## src/rtl/smc_pkg.sv

```systemverilog
package smc_pkg;

  typedef enum logic [1:0] {
    MC_NOM  = 2'b00,
    MC_HIGH = 2'b01,
    MC_LOW  = 2'b10,
    MC_NOM2 = 2'b11
  } margin_cmd_e;

  typedef struct packed {
    logic invert;
    logic fast;
  } ch_cfg_t;

endpackage

```

## src/rtl/smc_tick.sv

```systemverilog
module smc_tick #(
  parameter int TICK_DIV = 425000
) (
  input  logic clk,
  input  logic rst_n,
  output logic tick
);
  localparam int CW = $clog2(TICK_DIV);
  localparam logic [CW-1:0] LAST = CW'(TICK_DIV - 1);

  logic [CW-1:0] cnt;
  logic          wrap;

  assign wrap = (cnt == LAST);

  always_ff @(posedge clk or negedge rst_n) begin
    if (!rst_n) begin
      cnt  <= '0;
      tick <= 1'b0;
    end else begin
      tick <= wrap;
      cnt  <= wrap ? '0 : cnt + 1'b1;
    end
  end

  // ticks are isolated single-cycle pulses
  a_r3_tick_single: assert property (@(posedge clk) disable iff (!rst_n)
    tick |=> !tick);

  // the prescaler never leaves its range
  a_r3_cnt_range: assert property (@(posedge clk) disable iff (!rst_n)
    cnt <= LAST);

endmodule

```

## src/rtl/smc_chan.sv

```systemverilog
module smc_chan
  import smc_pkg::*;
#(
  parameter int SENSE_W     = 16,
  parameter int TRIM_W      = 10,
  parameter int TOL_W       = 4,
  parameter int FAST_STEP   = 8,
  parameter int FAST_THRESH = 32
) (
  input  logic               clk,
  input  logic               rst_n,
  input  logic               tick,
  input  logic               run,
  input  ch_cfg_t            cfg,
  input  margin_cmd_e        cmd,
  input  logic [TOL_W-1:0]   tol,
  input  logic [SENSE_W-1:0] set_nom,
  input  logic [SENSE_W-1:0] set_high,
  input  logic [SENSE_W-1:0] set_low,
  input  logic               sense_valid,
  input  logic [SENSE_W-1:0] sense,
  output logic [TRIM_W-1:0]  trim_code,
  output logic               ready
);
  localparam logic [TRIM_W-1:0]  TRIM_MAX  = {TRIM_W{1'b1}};
  localparam logic [TRIM_W-1:0]  TRIM_INIT = TRIM_W'(1) << (TRIM_W - 1);
  localparam logic [TRIM_W-1:0]  STEP_BIG  = TRIM_W'(FAST_STEP);
  localparam logic [SENSE_W-1:0] THRESH    = SENSE_W'(FAST_THRESH);
  localparam int                 PADW      = SENSE_W - TOL_W;

  function automatic logic [SENSE_W-1:0] f_abs_diff(
      input logic [SENSE_W-1:0] a, input logic [SENSE_W-1:0] b);
    return (a >= b) ? (a - b) : (b - a);
  endfunction

  function automatic logic [TRIM_W-1:0] f_step(
      input logic [SENSE_W-1:0] mag, input logic fast);
    return (fast && (mag > THRESH)) ? STEP_BIG : TRIM_W'(1);
  endfunction

  function automatic logic [TRIM_W-1:0] f_move(
      input logic [TRIM_W-1:0] code, input logic up, input logic [TRIM_W-1:0] step);
    if (up) return (code > (TRIM_MAX - step)) ? TRIM_MAX : (code + step);
    else    return (code < step) ? '0 : (code - step);
  endfunction

  logic [SENSE_W-1:0] sample;
  logic               have;
  logic [SENSE_W-1:0] target;
  logic [SENSE_W-1:0] err_mag;
  logic               in_tol;
  logic               raise_out;
  logic               code_up;
  logic [TRIM_W-1:0]  step;
  logic [TRIM_W-1:0]  code_nxt;
  margin_cmd_e        cmd_q;
  logic               cmd_chg;
  logic               step_evt;

  always_comb begin
    case (cmd)
      MC_HIGH: target = set_high;
      MC_LOW:  target = set_low;
      MC_NOM,
      MC_NOM2: target = set_nom;
      default: target = set_nom;
    endcase
  end

  assign err_mag   = f_abs_diff(target, sample);
  assign in_tol    = have && (err_mag <= {{PADW{1'b0}}, tol});
  assign raise_out = (target > sample);
  assign code_up   = raise_out ^ cfg.invert;
  assign step      = f_step(err_mag, cfg.fast);
  assign code_nxt  = f_move(trim_code, code_up, step);
  assign cmd_chg   = (cmd != cmd_q);
  assign step_evt  = run && !cmd_chg && tick && have && !in_tol;

  always_ff @(posedge clk or negedge rst_n) begin
    if (!rst_n) begin
      sample    <= '0;
      have      <= 1'b0;
      trim_code <= TRIM_INIT;
      ready     <= 1'b0;
      cmd_q     <= MC_NOM;
    end else begin
      cmd_q <= cmd;
      if (sense_valid) begin
        sample <= sense;
        have   <= 1'b1;
      end
      if (!run || cmd_chg) begin
        ready <= 1'b0;
      end else if (tick && have) begin
        ready <= in_tol;
      end
      if (step_evt) trim_code <= code_nxt;
    end
  end

  // an idle channel keeps its code
  a_r7_hold_idle: assert property (@(posedge clk) disable iff (!rst_n)
    !run |=> (trim_code == $past(trim_code)));

  // an idle channel drops ready
  a_r7_ready_idle: assert property (@(posedge clk) disable iff (!rst_n)
    !run |=> !ready);

  // no code change without a tick
  a_r3_no_step_between: assert property (@(posedge clk) disable iff (!rst_n)
    !tick |=> $stable(trim_code));

  // a single update never moves more than the fast step
  a_r5_step_bound: assert property (@(posedge clk) disable iff (!rst_n)
    tick |=> (((trim_code >= $past(trim_code)) ? (trim_code - $past(trim_code))
                                               : ($past(trim_code) - trim_code)) <= STEP_BIG));

  // ready rises only after an in-band sample
  a_r9_ready_cause: assert property (@(posedge clk) disable iff (!rst_n)
    $rose(ready) |-> $past(in_tol));

  // a command change clears ready
  a_r9_cmd_clears: assert property (@(posedge clk) disable iff (!rst_n)
    cmd_chg |=> !ready);

endmodule

```

## src/rtl/smc_ready_pin.sv

```systemverilog
module smc_ready_pin #(
  parameter int NCH = 2
) (
  input  logic           clk,
  input  logic           rst_n,
  input  logic           start_act,
  input  logic [NCH-1:0] en,
  input  logic [NCH-1:0] rdy,
  input  logic           active_high,
  output logic           pin
);
  logic all_ok;
  logic pin_active;

  assign all_ok     = &(rdy | ~en);
  assign pin_active = start_act && (|en) && all_ok;
  assign pin        = pin_active ? active_high : ~active_high;

  // pin active implies at least one channel ready
  a_r10_pin_needs_ready: assert property (@(posedge clk) disable iff (!rst_n)
    (pin == active_high) |-> (|rdy));

  // any enabled laggard holds the pin inactive
  a_r10_laggard_blocks: assert property (@(posedge clk) disable iff (!rst_n)
    (|(en & ~rdy)) |-> (pin != active_high));

endmodule

```

## src/rtl/supply_margin_ctrl.sv

```systemverilog
module supply_margin_ctrl
  import smc_pkg::*;
#(
  parameter int NCH         = 2,
  parameter int SENSE_W     = 16,
  parameter int TRIM_W      = 10,
  parameter int TOL_W       = 4,
  parameter int FAST_STEP   = 8,
  parameter int FAST_THRESH = 32,
  parameter int TICK_DIV    = 425000
) (
  input  logic                   clk,
  input  logic                   rst_n,
  input  logic                   start_pin,
  input  logic                   start_active_high,
  input  logic                   ready_active_high,
  input  logic [NCH-1:0]         ctrl_en,
  input  logic [NCH-1:0]         trim_invert,
  input  logic [NCH-1:0]         fast_mode,
  input  logic [TOL_W-1:0]       tolerance,
  input  logic [2*NCH-1:0]       margin_cmd,
  input  logic [NCH*SENSE_W-1:0] set_nom,
  input  logic [NCH*SENSE_W-1:0] set_high,
  input  logic [NCH*SENSE_W-1:0] set_low,
  input  logic [NCH-1:0]         sense_valid,
  input  logic [NCH*SENSE_W-1:0] sense_data,
  output logic [NCH*TRIM_W-1:0]  trim_code,
  output logic [NCH-1:0]         trim_oe,
  output logic [NCH-1:0]         ready_status,
  output logic                   ready_pin
);
  logic           tick;
  logic           start_act;
  logic [NCH-1:0] run;

  assign start_act = (start_pin == start_active_high);
  assign run       = ctrl_en & {NCH{start_act}};
  assign trim_oe   = run;

  smc_tick #(.TICK_DIV(TICK_DIV)) u_tick (
    .clk  (clk),
    .rst_n(rst_n),
    .tick (tick)
  );

  for (genvar i = 0; i < NCH; i++) begin : g_ch
    ch_cfg_t cfg;
    assign cfg.invert = trim_invert[i];
    assign cfg.fast   = fast_mode[i];

    smc_chan #(
      .SENSE_W    (SENSE_W),
      .TRIM_W     (TRIM_W),
      .TOL_W      (TOL_W),
      .FAST_STEP  (FAST_STEP),
      .FAST_THRESH(FAST_THRESH)
    ) u_chan (
      .clk        (clk),
      .rst_n      (rst_n),
      .tick       (tick),
      .run        (run[i]),
      .cfg        (cfg),
      .cmd        (margin_cmd_e'(margin_cmd[2*i +: 2])),
      .tol        (tolerance),
      .set_nom    (set_nom[SENSE_W*i +: SENSE_W]),
      .set_high   (set_high[SENSE_W*i +: SENSE_W]),
      .set_low    (set_low[SENSE_W*i +: SENSE_W]),
      .sense_valid(sense_valid[i]),
      .sense      (sense_data[SENSE_W*i +: SENSE_W]),
      .trim_code  (trim_code[TRIM_W*i +: TRIM_W]),
      .ready      (ready_status[i])
    );
  end

  smc_ready_pin #(.NCH(NCH)) u_pin (
    .clk        (clk),
    .rst_n      (rst_n),
    .start_act  (start_act),
    .en         (ctrl_en),
    .rdy        (ready_status),
    .active_high(ready_active_high),
    .pin        (ready_pin)
  );

  // the trim buffer is released whenever start is inactive
  a_r7_oe_needs_start: assert property (@(posedge clk) disable iff (!rst_n)
    (start_pin != start_active_high) |-> (trim_oe == '0));

endmodule

```

## config.mk

```make
export PLATFORM = sky130hd
export DESIGN_NAME = supply_margin_ctrl
export DESIGN_NICKNAME = d
export VERILOG_FILES = /design/src/rtl/smc_pkg.sv /design/src/rtl/smc_tick.sv /design/src/rtl/smc_chan.sv /design/src/rtl/smc_ready_pin.sv /design/src/rtl/supply_margin_ctrl.sv
export SDC_FILE = /design/constraint.sdc
export NUM_CORES = 1
export LEC_CHECK = 0
export BUFFER_PORTS_ARGS = -buffer_cell sky130_fd_sc_hd__buf_4
export CAP_MARGIN = 10
export CORE_MARGIN = 8
export CORE_UTILIZATION = 31
export DETAILED_ROUTE_END_ITERATION = 6
export PLACE_DENSITY = 0.61
export SYNTH_ARGS = -nofsm -noshare
export SYNTH_HDL_FRONTEND = slang
export SYNTH_SLANG_ARGS = --single-unit
```

## constraint.sdc

```tcl
create_clock -name clk -period 5.64 [get_ports clk]
set_input_delay 0.564 -clock clk [delete_from_list [all_inputs] [get_ports clk]]
set_output_delay 0.564 -clock clk [all_outputs]
set_load 0.005 [all_outputs]
```

; ---- Word-level counts from Yosys, hierarchy flattened
; Index checks and enable logic that the tools add are counted.
[word_totals]
output_inout_bits = 25
inputBits = 149
regBits = 80
word_cells = 101
[op_classes]
n_lt_le_gt_ge = 12
eq_ne = 10
n_mux = 18
bitwise = 6
n_reduce_logical = 32
n_addsub = 11
[ops]
columns = cell, count
row1 = 16-bit one-hot mux with 3 select lines, 2
row2 = 16-bit subtractor, 4
row3 = 10-bit two-way mux, 6
row4 = 16-bit greater-or-equal comparator, 2
row5 = 16-bit > comparator, 2
row6 = 16-bit by 6-bit > comparator with 1-bit output (second input constant), 2
row7 = 16-bit by 4-bit less-or-equal comparator with 1-bit output, 2
row8 = 16-bit two-way mux, 2
row9 = 10-bit adder, 2
row10 = 10-bit > comparator, 2
row11 = 10-bit < comparator, 2
row12 = 10-bit subtractor, 2
row13 = 10-bit subtractor (first input constant), 2
row14 = 19-bit by 1-bit adder with 19-bit output (second input constant), 1
row15 = 19-bit equality test (second input constant), 1
row16 = 19-bit two-way mux, 1
row17 = 1-bit logical AND, 16
row18 = 2-bit equality test (second input constant), 4
row19 = 4-bit two-way mux, 2
row20 = 1-bit logical NOT, 6
row21 = 2-bit OR reduction, 3
row22 = 1-bit two-way mux, 5
row23 = 2-bit by 1-bit equality test with 1-bit output (second input constant), 2
row24 = 2-bit logical NOT, 2
row25 = 10 further kinds, 14

; ---- Logic depth before layout (Yosys ltp)
; Gate-level depths: netlist of the first run.
[logic_depth]
depth_word = 12
mapped_depth = 30
depth_no_buf = 26

; ---- By module
; A second synthesis of the first run with hierarchy kept.
[hier_totals]
hier_cells = 1183
area_unflattened_um2 = 9077.5
[modules_own_cells]
columns = module, seq_area_each_um2, instances, cells_per_inst, area_per_inst_um2
row1 = smc_chan (g_ch[1].u_chan), 752.0, 1, 541, 4081.4
row2 = smc_chan (g_ch[0].u_chan), 752.0, 1, 542, 3958.8
row3 = smc_tick, 500.5, 1, 93, 979.7
row4 = smc_ready_pin, 0.0, 1, 4, 36.3
row5 = supply_margin_ctrl, 0.0, 1, 3, 21.3

; ---- Worst setup path after synthesis of the first run
; Ideal clock, no wire load.
[synth_timing]
path_kind = input-to-reg
startpoint = input margin_cmd[0]
endpoint = register g_ch[0].u_chan.trim_code[2]
setup_slack_ns = -0.851
setup_ns = 0.079
path_buffers = 4
path_stages = 29
arrival_ns = 6.411
cell_sequence = inv_1 -> ha_1 -> clkbuf_1 -> clkbuf_1 -> a22oi_1 -> o21ai_0 -> inv_1 -> fa_1 -> nand2b_1 -> a21o_1 -> a311o_1 -> nand3_2 -> buf_6 -> mux2i_1 -> xnor2_1 -> nand3b_1 -> or3b_1 -> a22oi_1 -> ha_1 -> clkbuf_1 -> nor2b_1 -> nand2_1 -> nor2_1 -> nor2_1 -> nor3_1 -> nor2_1 -> a221oi_1 -> o21bai_1 -> mux2i_1
[synth_between]
elab_chain_len = 12
[synth_lines]
columns = element, line
row1 = "start, declared", supply_margin_ctrl.sv:21  ; input logic [2*NCH-1:0] margin_cmd,
row2 = 2-bit equality test or 2-bit logical NOT (tied branches), smc_chan.sv:61  ; case (cmd)
row3 = 2-bit OR reduction, smc_chan.sv:61
row4 = 16-bit one-hot mux with 3 select lines, smc_chan.sv:61
row5 = 16-bit subtractor or 16-bit greater-or-equal comparator (tied branches), smc_chan.sv:33  ; return (a >= b) ? (a - b) : (b - a);
row6 = 16-bit two-way mux, smc_chan.sv:33
row7 = 16-bit by 6-bit > comparator with 1-bit output, smc_chan.sv:38  ; return (fast && (mag > THRESH)) ? STEP_BIG : TRIM_W'(1);
row8 = 1-bit logical AND, smc_chan.sv:38
row9 = 4-bit two-way mux, smc_chan.sv:38
row10 = 10-bit subtractor, smc_chan.sv:43  ; if (up) return (code > (TRIM_MAX - step)) ? TRIM_MAX : (code + step);
row11 = 10-bit > comparator, smc_chan.sv:43
row12 = 10-bit two-way mux (2 in series), smc_chan.sv:43
row13 = "end signal, assigned", smc_chan.sv:97  ; if (step_evt) trim_code <= code_nxt;
row14 = "end, declared", smc_chan.sv:22  ; output logic [TRIM_W-1:0] trim_code,
; Several ways; a longest one is shown, not always the timed one.
; A chain may end at the register's enable or synchronous reset.

; ---- Worst setup path in the final report of the first run
[layout_timing]
startpoint = input margin_cmd[0]
endpoint = register g_ch[0].u_chan.trim_code[9]
; The elaborated chain is that of the path after synthesis.

==> flow_metrics.py, run 1 <==
metrics = {
    "final_layout": {
        "nFillCells": 2792,
        "regArea_sq_mm": 0.00200,
        "antennaDiodeCount": 0,
        "final_cell_count_no_fill": 1933,
        "multi_input_area_sq_mm": 0.00694,
        "nets": 1786,
        "area_growth_pct": 47.3,
        "drive_above_1_share_pct": 35.1,
        "finalInstanceArea_sq_mm": 0.0134,
    },
    "clock_tree": {
        "clk_pin_slew_ps": 70,
        "tritoncts": "built",
        "ctsLongestPathBuffers": 2,
        "cts-root-buf": "clkbuf_16",
        "clock_latency_ps": 360,
        "cts.sink_count": 80,
        "htreeDepth": 3,
        "cts_made_buffers": 9,
    },
    "power_and_ir_drop": {
        "p_int_w": 0.00196,
        "leakagePower_nw": 6.31,
        "totalPowerFinal_w": 0.00321,
        "peakVddDrop_uv": 195,
        "power_density_mw_per_mm2": 240,
        "p_sw_w": 0.00125,
        "seqPwrFrac_pct": 19.2,
        "p_sw_share_pct": 38.9,
        "p_comb_share_pct": 57.8,
        "power.share.clock_pct": 23.0,
    },
    "global_route": {
        "grt_overflow": 0,
        "globalRouteTotalUtil_pct": 16.8,
        "grt_pass1_wl_microns": 49400,
        "grt_max_degree": 52,
        "antenna_found_initial": 0,
        "first_global_vias": 9915,
    },
    "worst_setup_path": {
        "crit_type": "primary input to flop",
        "r2r_start": "g_ch[0].u_chan.sample[0]$_DFFE_PN0P_",
        "r2r-end": "g_ch[0].u_chan.trim_code[9]$_DFFE_PN1P_",
        "cp.arrival_ps": 5810,
        "cp-end-kind": "flop",
        "critical_path.max_fanout": 8,
        "critPathLaunch": "margin_cmd[0]",
        "reg2regPathDepth": 19,
        "worst-r2r-setup-slack_ps": 680,
        "required_ps": 5940,
        "startpoint_type": "primary input",
    },
    "die": {
        "fp.dieH_microns": 187,
        "core_area_sq_mm": 0.0288,
        "die_w_microns": 187,
        "core.rowCount": 62,
        "io_pins": 174,
        "initial_core_util_pct": 31.5,
        "die_area_sq_mm": 0.0350,
    },
    "routing": {
        "wl_met3_microns": 1340,
        "drt-initial-drc-count": 593,
        "drt-pass1-iter-count": 5,
        "wl_per_cell_microns": 16.1,
        "top_layer_used": "met4",
        "drtAntennaViolNets": 0,
        "met2_length_microns": 14700,
        "wl_met1_microns": 14600,
        "via_per_inst": 5.19,
        "drt_wl_total_microns": 31200,
        "vias": 10000,
        "post-route-drc-count": 0,
    },
    "synthesis": {
        "synth.distinct_cells": 94,
        "synth_top_area_cell": "dfrtp_1",
        "ys_dominant_reg_cell": "dfrtp_1",
        "netlist_instances": 1188,
        "syn-cell-area_sq_mm": 0.00907,
        "synth_edf_count": 0,
        "synth_seq_area_share_pct": 22.1,
        "synth_top_cells_by_count": "nand2_1 (139), o21ai_0 (107), inv_1 (103)",
        "avgSynthCellArea_sq_um": 7.64,
        "syn-num-nets": 1430,
        "async_flop_share_pct": 100,
        "post-synth-top-count-cell": "nand2_1",
        "synth_area_leaders": "dfrtp_1 (22%), ha_1 (12%), o21ai_0 (5.9%)",
        "synth_warnings": 0,
        "synth_seq_cells": 80,
        "netlist.area_leader.share_pct": 21.5,
    },
    "placed_design": {
        "pre_cts_ws_ps": -344,
        "dp_cells": 1904,
        "numPortBuffers": 173,
        "place.gp.congestion": 0.944,
        "dpl_cell_area_sq_mm": 0.0124,
        "hpwl_microns": 25000,
    },
    "outcome": {
        "status": "completed",
    },
    "timing": {
        "slew_viol_final": 0,
        "period_share_pct": 97.7,
        "rsz0062_at_grt": "yes",
        "period_needed_ps": 5510,
        "setup_slack_ps": 128,
        "setup_viol": 0,
        "final_hold_viol_count": 0,
        "fmax_mhz": 181,
        "tns_ps": 0,
        "tightest_slew_ps": 1200,
        "fin_skew_ps": 11.9,
        "relSlewSlack_pct": 19.3,
    },
    "run": {
        "cap_viol_max_count": 0,
    },
    "min_path": {
        "hold_class": "primary input to async pin",
    },
}
==> final cells by class <==
| type | instances | share of cell area [%] |
|---|---|---|
| Multi-Input combinational cell | 941 | 51.9 |
| Timing Repair Buffer | 409 | 23.8 |
| Sequential cell | 80 | 15.0 |
| Tap cell | 384 | 3.60 |
| Inverter | 103 | 2.99 |
| Clock buffer | 9 | 1.69 |
| Clock inverter | 7 | 1.01 |
==> through the flow <==
stage	utilization, %	hold slack, ps
floorplan	-	268
global placement	43.1	440
detailed placement	43.1	456
CTS	44.3	144
global route	46.4	161
finish	46.4	139
==> timing repair <==
item                       4_1_cts  5_1_grt
buffers inserted                 0       12
resized for setup                0      115
hold buffers                     0        0
setup endpoints to repair        0       20
==> state kept, by name (all words and copies together), names as in the netlist <==
name and cells:
g_ch.u_chan.sample 32, g_ch.u_chan.trim_code 20, u_tick.cnt 19, g_ch.u_chan.cmd_q 4, g_ch.u_chan.have 2, g_ch.u_chan.ready 2
u_tick.tick 1
==> critical path, cell delays in order <==
cell,delay [ps]
buf_12,100
inv_12,30
ha_4,320
a22oi_2,90
o21ai_4,180
inv_2,60
ha_4,160
fa_2,360
nand2b_4,160
a21o_4,220
a311o_1,370
nand3_4,180
mux2i_1,240
xnor2_1,200
nand3b_1,110
or3b_4,390
a22oi_2,250
ha_1,290
a211o_1,310
or3_4,330
or3_4,340
nor3b_2,170
a21oi_1,60
a32oi_1,170
o22a_1,150
==> layer usage <==
| layer | vias to the layer above | track usage [%] |
|---|---|---|
| met2 | 262 | 27.8 |
| met5 | - | 0 |
| met3 | 37 | 2.24 |
| li1 | 4982 | - |
| met4 | 0 | 5.13 |
| met1 | 4752 | 22.3 |
==> cells in the final DEF (no fill, tap or decap), drive strengths merged, types with 12 or more instances in the layout <==
| master | instances |
|---|---|
| a21oi | 82 |
| o21ai | 115 |
| nand2b | 17 |
| a31oi | 13 |
| buf | 408 |
| dfrtp | 78 |
| o31ai | 13 |
| or3 | 13 |
| nor2 | 60 |
| a22oi | 36 |
| a211oi | 14 |
| nor3 | 28 |
| nand2 | 139 |
| mux2i | 16 |
| and2 | 12 |
| a21o | 23 |
| o21a | 12 |
| xor2 | 16 |
| inv | 107 |
| ha | 89 |
| nand3 | 36 |
| xnor2 | 37 |
==> power by group through the flow <==
stage / Combinational [W] / Clock [W] / Sequential (W)
after floorplan: 0.000996 / 0 / 0.000622
after global placement: 0.00168 / 0 / 0.000626
after detailed placement: 0.00170 / 0 / 0.000627
after CTS: 0.00171 / 0.000755 / 0.000616
after global routing: 0.00203 / 0.000771 / 0.000620
final: 0.00186 / 0.000737 / 0.000617
==> cell families after synthesis <==
family,after synthesis,share of synthesized area [%]
DFF,80,22.1
and+or+nand+nor,373,20.2
muxes,23,2.67
xor gates and xnor gates,53,5.12
buffers and inverters,167,7.42
adders and majority gates,93,13.2
AOI/OAI and AO/OA,399,29.3
==> worst max-delay path by stage <==
stage                                                         end  cells past startpoint
after CTS                 g_ch[0].u_chan.trim_code[9]$_DFFE_PN1P_                     26
after floorplan           g_ch[0].u_chan.trim_code[9]$_DFFE_PN1P_                     28
after detailed placement  g_ch[0].u_chan.trim_code[9]$_DFFE_PN1P_                     26
after global placement    g_ch[1].u_chan.trim_code[9]$_DFFE_PN1P_                     28
final                     g_ch[0].u_chan.trim_code[9]$_DFFE_PN1P_                     25
after global routing      g_ch[0].u_chan.trim_code[9]$_DFFE_PN1P_                     25
(Power assumes the default switching activity.)
==> inputs of run 2 (changes only) <==
Settings changed: CORE_ASPECT_RATIO set to 1.5.
==> flow_metrics.py, run 2 (same netlist as run 1, synthesis figures left out) <==
metrics = {
    "global_route": {
        "globalRouteTotalUtil_pct": 18.8,
        "grt_overflow": 0,
        "antenna_found_initial": 0,
        "first_global_vias": 10500,
        "grt_max_degree": 48,
        "grt_pass1_wl_microns": 52600,
    },
    "final_layout": {
        "area_growth_pct": 48.0,
        "antennaDiodeCount": 0,
        "final_util_pct": 46.6,
        "largest_register_ff_count": 32,
        "final_cell_mix": "buf_4 (414), nand2_1 (133), inv_1 (99)",
        "layout_commonest_cell": "buf_4",
        "nFillCells": 2888,
        "largestRegisters": "g_ch.u_chan.sample: 32 flops, g_ch.u_chan.trim_code: 20 flops, u_tick.cnt: 19 flops",
        "drive_above_1_share_pct": 36.1,
        "top_register": "g_ch.u_chan.sample",
        "nets": 1801,
    },
    "power_and_ir_drop": {
        "p_comb_share_pct": 60.5,
        "p_sw_share_pct": 40.2,
        "p_sw_w": 0.00128,
        "seqPwrFrac_pct": 19.4,
        "power.share.clock_pct": 20.0,
        "power_density_mw_per_mm2": 236,
        "peakVddDrop_uv": 166,
        "p_int_w": 0.00190,
        "leakagePower_nw": 6.33,
    },
    "clock_tree": {
        "cts_made_buffers": 9,
        "clock_latency_ps": 370,
        "ctsLongestPathBuffers": 2,
        "cts.sink_count": 80,
        "htreeDepth": 3,
        "clk_pin_slew_ps": 70,
        "tritoncts": "built",
        "cts-root-buf": "clkbuf_16",
    },
    "routing": {
        "wl_per_cell_microns": 17.2,
        "vias": 10300,
        "drt-pass1-iter-count": 5,
        "post-route-drc-count": 0,
        "drtAntennaViolNets": 0,
        "drt_wl_total_microns": 33700,
        "via_per_inst": 5.26,
        "drt-initial-drc-count": 378,
    },
    "timing": {
        "finalHoldWorstSlack_ps": 143,
        "fmax_mhz": 183,
        "slew_viol_final": 0,
        "relSlewSlack_pct": 20.4,
        "final_hold_viol_count": 0,
        "tightest_slew_ps": 1190,
        "period_needed_ps": 5470,
        "rsz0062_at_grt": "yes",
        "setup_viol": 0,
        "period_share_pct": 97.0,
        "fin_skew_ps": 7.46,
        "setup_slack_ps": 169,
    },
    "die": {
        "die_area_sq_mm": 0.0351,
        "fp.dieH_microns": 226,
        "io_pins": 174,
        "core.rowCount": 76,
        "core_area_sq_mm": 0.0288,
        "die_w_microns": 156,
        "initial_core_util_pct": 31.5,
    },
    "worst_setup_path": {
        "cp-end-kind": "flop",
        "reg2regPathDepth": 19,
        "required_ps": 5950,
        "cp.arrival_ps": 5780,
        "critical_path.max_fanout": 6,
        "crit_type": "primary input to flop",
        "startpoint_type": "primary input",
    },
    "min_path": {
        "hold_class": "primary input to async pin",
    },
    "placed_design": {
        "numPortBuffers": 173,
        "place.gp.congestion": 0.913,
        "hpwl_microns": 27500,
        "pre_cts_ws_ps": -564,
    },
    "run": {
        "cap_viol_max_count": 0,
    },
    "outcome": {
        "status": "completed",
    },
}
[run 2: final timing paths]
path / start / endpoint / slack (ps)
worst max-delay path: margin_cmd[0] / g_ch[0].u_chan.trim_code[9]$_DFFE_PN1P_ / 170
worst min-delay path: rst_n / u_tick.cnt[6]$_DFF_PN0_ / 140
worst max register to register: g_ch[0].u_chan.sample[0]$_DFFE_PN0P_ / g_ch[0].u_chan.trim_code[9]$_DFFE_PN1P_ / 660
worst min register to register: u_tick.cnt[0]$_DFF_PN0_ / u_tick.cnt[0]$_DFF_PN0_ / 470
max in group asynchronous: rst_n / g_ch[1].u_chan.trim_code[2]$_DFFE_PN0P_ / 4450
min in group clk: sense_data[13] / g_ch[0].u_chan.sample[13]$_DFFE_PN0P_ / 400
[run 2: cell type report]
type                       count  area (sq um)  share of cell area, %
clock inverter                 5          63.8                  0.475
multi-input combinational    941          6960                   51.8
sequential                    80          2000                   14.9
inverter                     103           399                   2.97
tap                          390           488                   3.63
timing repair buffer         424          3270                   24.3
clock buffer                  11           243                   1.81
[run 2: critical path: stages]
cell	delay, ps
buf_12	100
inv_12	30
ha_4	300
a22oi_2	80
o21ai_4	140
inv_1	60
ha_2	190
fa_2	360
nand2b_4	150
a21o_4	230
a311o_1	410
nand3_4	150
mux2i_2	250
xnor2_1	190
nand3b_1	110
or3b_4	410
a22oi_2	230
ha_1	280
a211o_1	320
or3_4	340
or3_4	340
nor3b_2	170
a21oi_1	50
a32oi_1	170
o22a_1	150
[run 2: timing repair]
item	4_1_cts	5_1_grt
gates cloned	0	1
setup endpoints to repair	9	20
pin swaps	2	51
hold buffers	0	0
gates resized for setup	9	127
buffers inserted	0	13
[run 2: power by group through the flow]
| stage | registers (W) | logic [W] | clock network (W) |
|---|---|---|---|
| 3_5_place_dp | 0.000628 | 0.00175 | 0 |
| 2_1_floorplan | 0.000622 | 0.000996 | 0 |
| 4_1_cts | 0.000617 | 0.00177 | 0.000656 |
| 5_1_grt | 0.000620 | 0.00209 | 0.000677 |
| 3_3_place_gp | 0.000626 | 0.00173 | 0 |
| 6_report | 0.000617 | 0.00192 | 0.000636 |
[run 2: stage by stage]
| stage | power (W) | area, sq um | setup TNS, ps | std cells |
|---|---|---|---|---|
| 2_1_floorplan | 0.00162 | 9230 | -64.6 | 1188 |
| 3_3_place_gp | 0.00236 | 12500 | -5250 | 1924 |
| 6_report | 0.00318 | 13400 | 0 | 1954 |
| 4_1_cts | 0.00305 | 12800 | 0 | 1940 |
| 3_5_place_dp | 0.00238 | 12500 | -7020 | 1924 |
| 5_1_grt | 0.00339 | 13400 | -215 | 1954 |
[run 2: routing by layer]
metal	track usage (%)	vias up	part of all wire [%]
li1	-	5003	-
met1	18.5	4890	37
met2	36.2	287	55
met3	3.44	105	3.8
met4	10.4	0	5.0
met5	0	-	0
==> inputs of run 3 (changes only) <==
Settings changed: CELL_PAD_IN_SITES_DETAIL_PLACEMENT set to 0, CELL_PAD_IN_SITES_GLOBAL_PLACEMENT set to 2, PLACE_DENSITY 0.61 to 0.89.
Clock period 5.64 ns to 5.2 ns, I/O delays scaled along.
==> flow_metrics.py, run 3 (same netlist as run 1, synthesis figures left out) <==
metrics = {
    "outcome": {
        "status": "finished, violations left",
        "failed_checks": "setup timing",
    },
    "run": {
        "cap_viol_max_count": 0,
    },
    "final_layout": {
        "antennaDiodeCount": 0,
        "top_register": "g_ch.u_chan.sample",
        "finalInstanceArea_sq_mm": 0.0145,
        "drive_above_1_share_pct": 43.4,
        "final_cell_mix": "buf_4 (483), nand2_1 (131), inv_1 (97)",
        "largestRegisters": "g_ch.u_chan.sample: 32 flops, g_ch.u_chan.trim_code: 20 flops, u_tick.cnt: 19 flops",
        "nets": 1887,
        "area_growth_pct": 60.1,
        "largest_register_ff_count": 32,
        "layout_commonest_cell": "buf_4",
    },
    "clock_tree": {
        "cts.sink_count": 80,
        "htreeDepth": 3,
        "ctsLongestPathBuffers": 2,
        "clock_latency_ps": 360,
        "tritoncts": "built",
        "holdBufCountCts": 0,
        "clk_pin_slew_ps": 80,
        "cts_made_buffers": 9,
        "cts-root-buf": "clkbuf_16",
    },
    "routing": {
        "met2_length_microns": 19500,
        "drt_wl_total_microns": 35100,
        "post-route-drc-count": 0,
        "drt-pass1-iter-count": 4,
        "via_per_inst": 5.17,
        "wl_per_cell_microns": 17.2,
        "wl_met3_microns": 1030,
        "top_layer_used": "met4",
        "drt-initial-drc-count": 347,
        "vias": 10500,
        "drtAntennaViolNets": 0,
        "wl_met1_microns": 13100,
    },
    "timing": {
        "rsz0062_at_grt": "yes",
        "fmax_mhz": 182,
        "tightest_slew_ps": 961,
        "relSlewSlack_pct": 35.0,
        "setup_slack_ps": -302,
        "setup_viol": 11,
        "period_needed_ps": 5500,
        "period_share_pct": 106,
        "tns_ps": -1850,
        "slew_viol_final": 0,
        "fin_skew_ps": 12.2,
        "final_hold_viol_count": 0,
    },
    "power_and_ir_drop": {
        "power.share.clock_pct": 18.3,
        "leakagePower_nw": 6.88,
        "power_density_mw_per_mm2": 255,
        "p_sw_share_pct": 40.8,
        "p_sw_w": 0.00151,
        "peakVddDrop_uv": 169,
        "p_comb_share_pct": 63.7,
        "p_int_w": 0.00219,
        "seqPwrFrac_pct": 18.1,
    },
    "die": {
        "fp.dieH_microns": 226,
        "die_area_sq_mm": 0.0351,
        "core.rowCount": 76,
        "io_pins": 174,
        "core_area_sq_mm": 0.0288,
        "die_w_microns": 156,
        "initial_core_util_pct": 31.5,
    },
    "worst_setup_path": {
        "slowest_delay_ps": 440,
        "cp-end-kind": "flop",
        "crit_type": "primary input to flop",
        "slowest_stage": "or3b_4",
        "cp_num_buf_inv": 6,
        "worstSetupPathDepth": 28,
        "reg2regPathDepth": 21,
        "required_ps": 5500,
        "critical_path.max_fanout": 6,
        "path_delay_family": "compound AO/OA/AOI/OAI gates",
        "startpoint_type": "primary input",
        "cp.arrival_ps": 5810,
        "crit_top_cell": "ha_4",
    },
    "global_route": {
        "antenna_found_initial": 0,
        "first_global_vias": 11200,
        "globalRouteTotalUtil_pct": 19.9,
        "grt_pass1_wl_microns": 56000,
        "grt_overflow": 0,
        "grt_max_degree": 44,
    },
    "placed_design": {
        "numPortBuffers": 173,
        "place.gp.congestion": 0.940,
        "hpwl_microns": 28300,
        "dpl_cell_area_sq_mm": 0.0128,
    },
    "min_path": {
        "hold_class": "primary input to async pin",
    },
}
## run 3: cell count changes in the layout (fill, tap and decap cells not counted), moves of 7 or more
cell	change
buf_4	+69
o21ai_0	-15
buf_6	+14
o21ai_2	+14
ha_4	+11
a22oi_1	-9
a22oi_2	+9
ha_1	-7
## run 3: through the flow
step,total power [W],hold WS [ps],util [%],worst slack [ps],instances
after floorplan,0.00178,224,-,-464,1188
after global placement,0.00263,436,44.5,-908,1957
after detailed placement,0.00266,445,44.5,-996,1957
after CTS,0.00359,161,48.7,-125,2025
after global routing,0.00396,183,50.4,-490,2040
final,0.00370,149,50.4,-302,2040
## run 3: area by class of cell
cell class,instances,area [sq um]
sequential,80,2000
inverter,103,404
tap,390,488
timing repair buffer,510,3990
clock inverter,7,67.6
multi-input combinational,941,7350
fill,2790,14300
clock buffer,9,225
## run 3: worst paths after layout
check / from / slack, ps / endpoint
setup reg to reg: g_ch[0].u_chan.sample[11]$_DFFE_PN0P_ / 210 / g_ch[0].u_chan.trim_code[9]$_DFFE_PN1P_
setup / recovery: margin_cmd[0] / -300 / g_ch[0].u_chan.trim_code[9]$_DFFE_PN1P_
hold reg to reg: u_tick.cnt[0]$_DFF_PN0_ / 450 / u_tick.cnt[0]$_DFF_PN0_
min in group clk: sense_data[27] / 360 / g_ch[1].u_chan.sample[11]$_DFFE_PN0P_
max in group asynchronous: rst_n / 4040 / u_tick.cnt[0]$_DFF_PN0_
hold / removal: rst_n / 150 / g_ch[1].u_chan.sample[2]$_DFFE_PN0P_
## run 3: metal layers
metal,track usage [%],vias to the layer above
met5,0,-
met4,9.96,0
met2,39.5,234
li1,-,5196
met1,19.4,5030
met3,3.13,78
## run 3: power by group through the flow
stage	combinational [W]	sequential [W]	clock, W
5_1_grt	0.00256	0.000674	0.000727
3_5_place_dp	0.00198	0.000681	0
4_1_cts	0.00222	0.000669	0.000700
6_report	0.00236	0.000670	0.000676
2_1_floorplan	0.00110	0.000675	0
3_3_place_gp	0.00195	0.000679	0
## run 3: timing repair
action	in CTS	in global routing
setup buffers	51	17
pin swaps	65	70
gates resized for setup	120	90
endpoints found under the setup margin	20	21
gates cloned	1	0
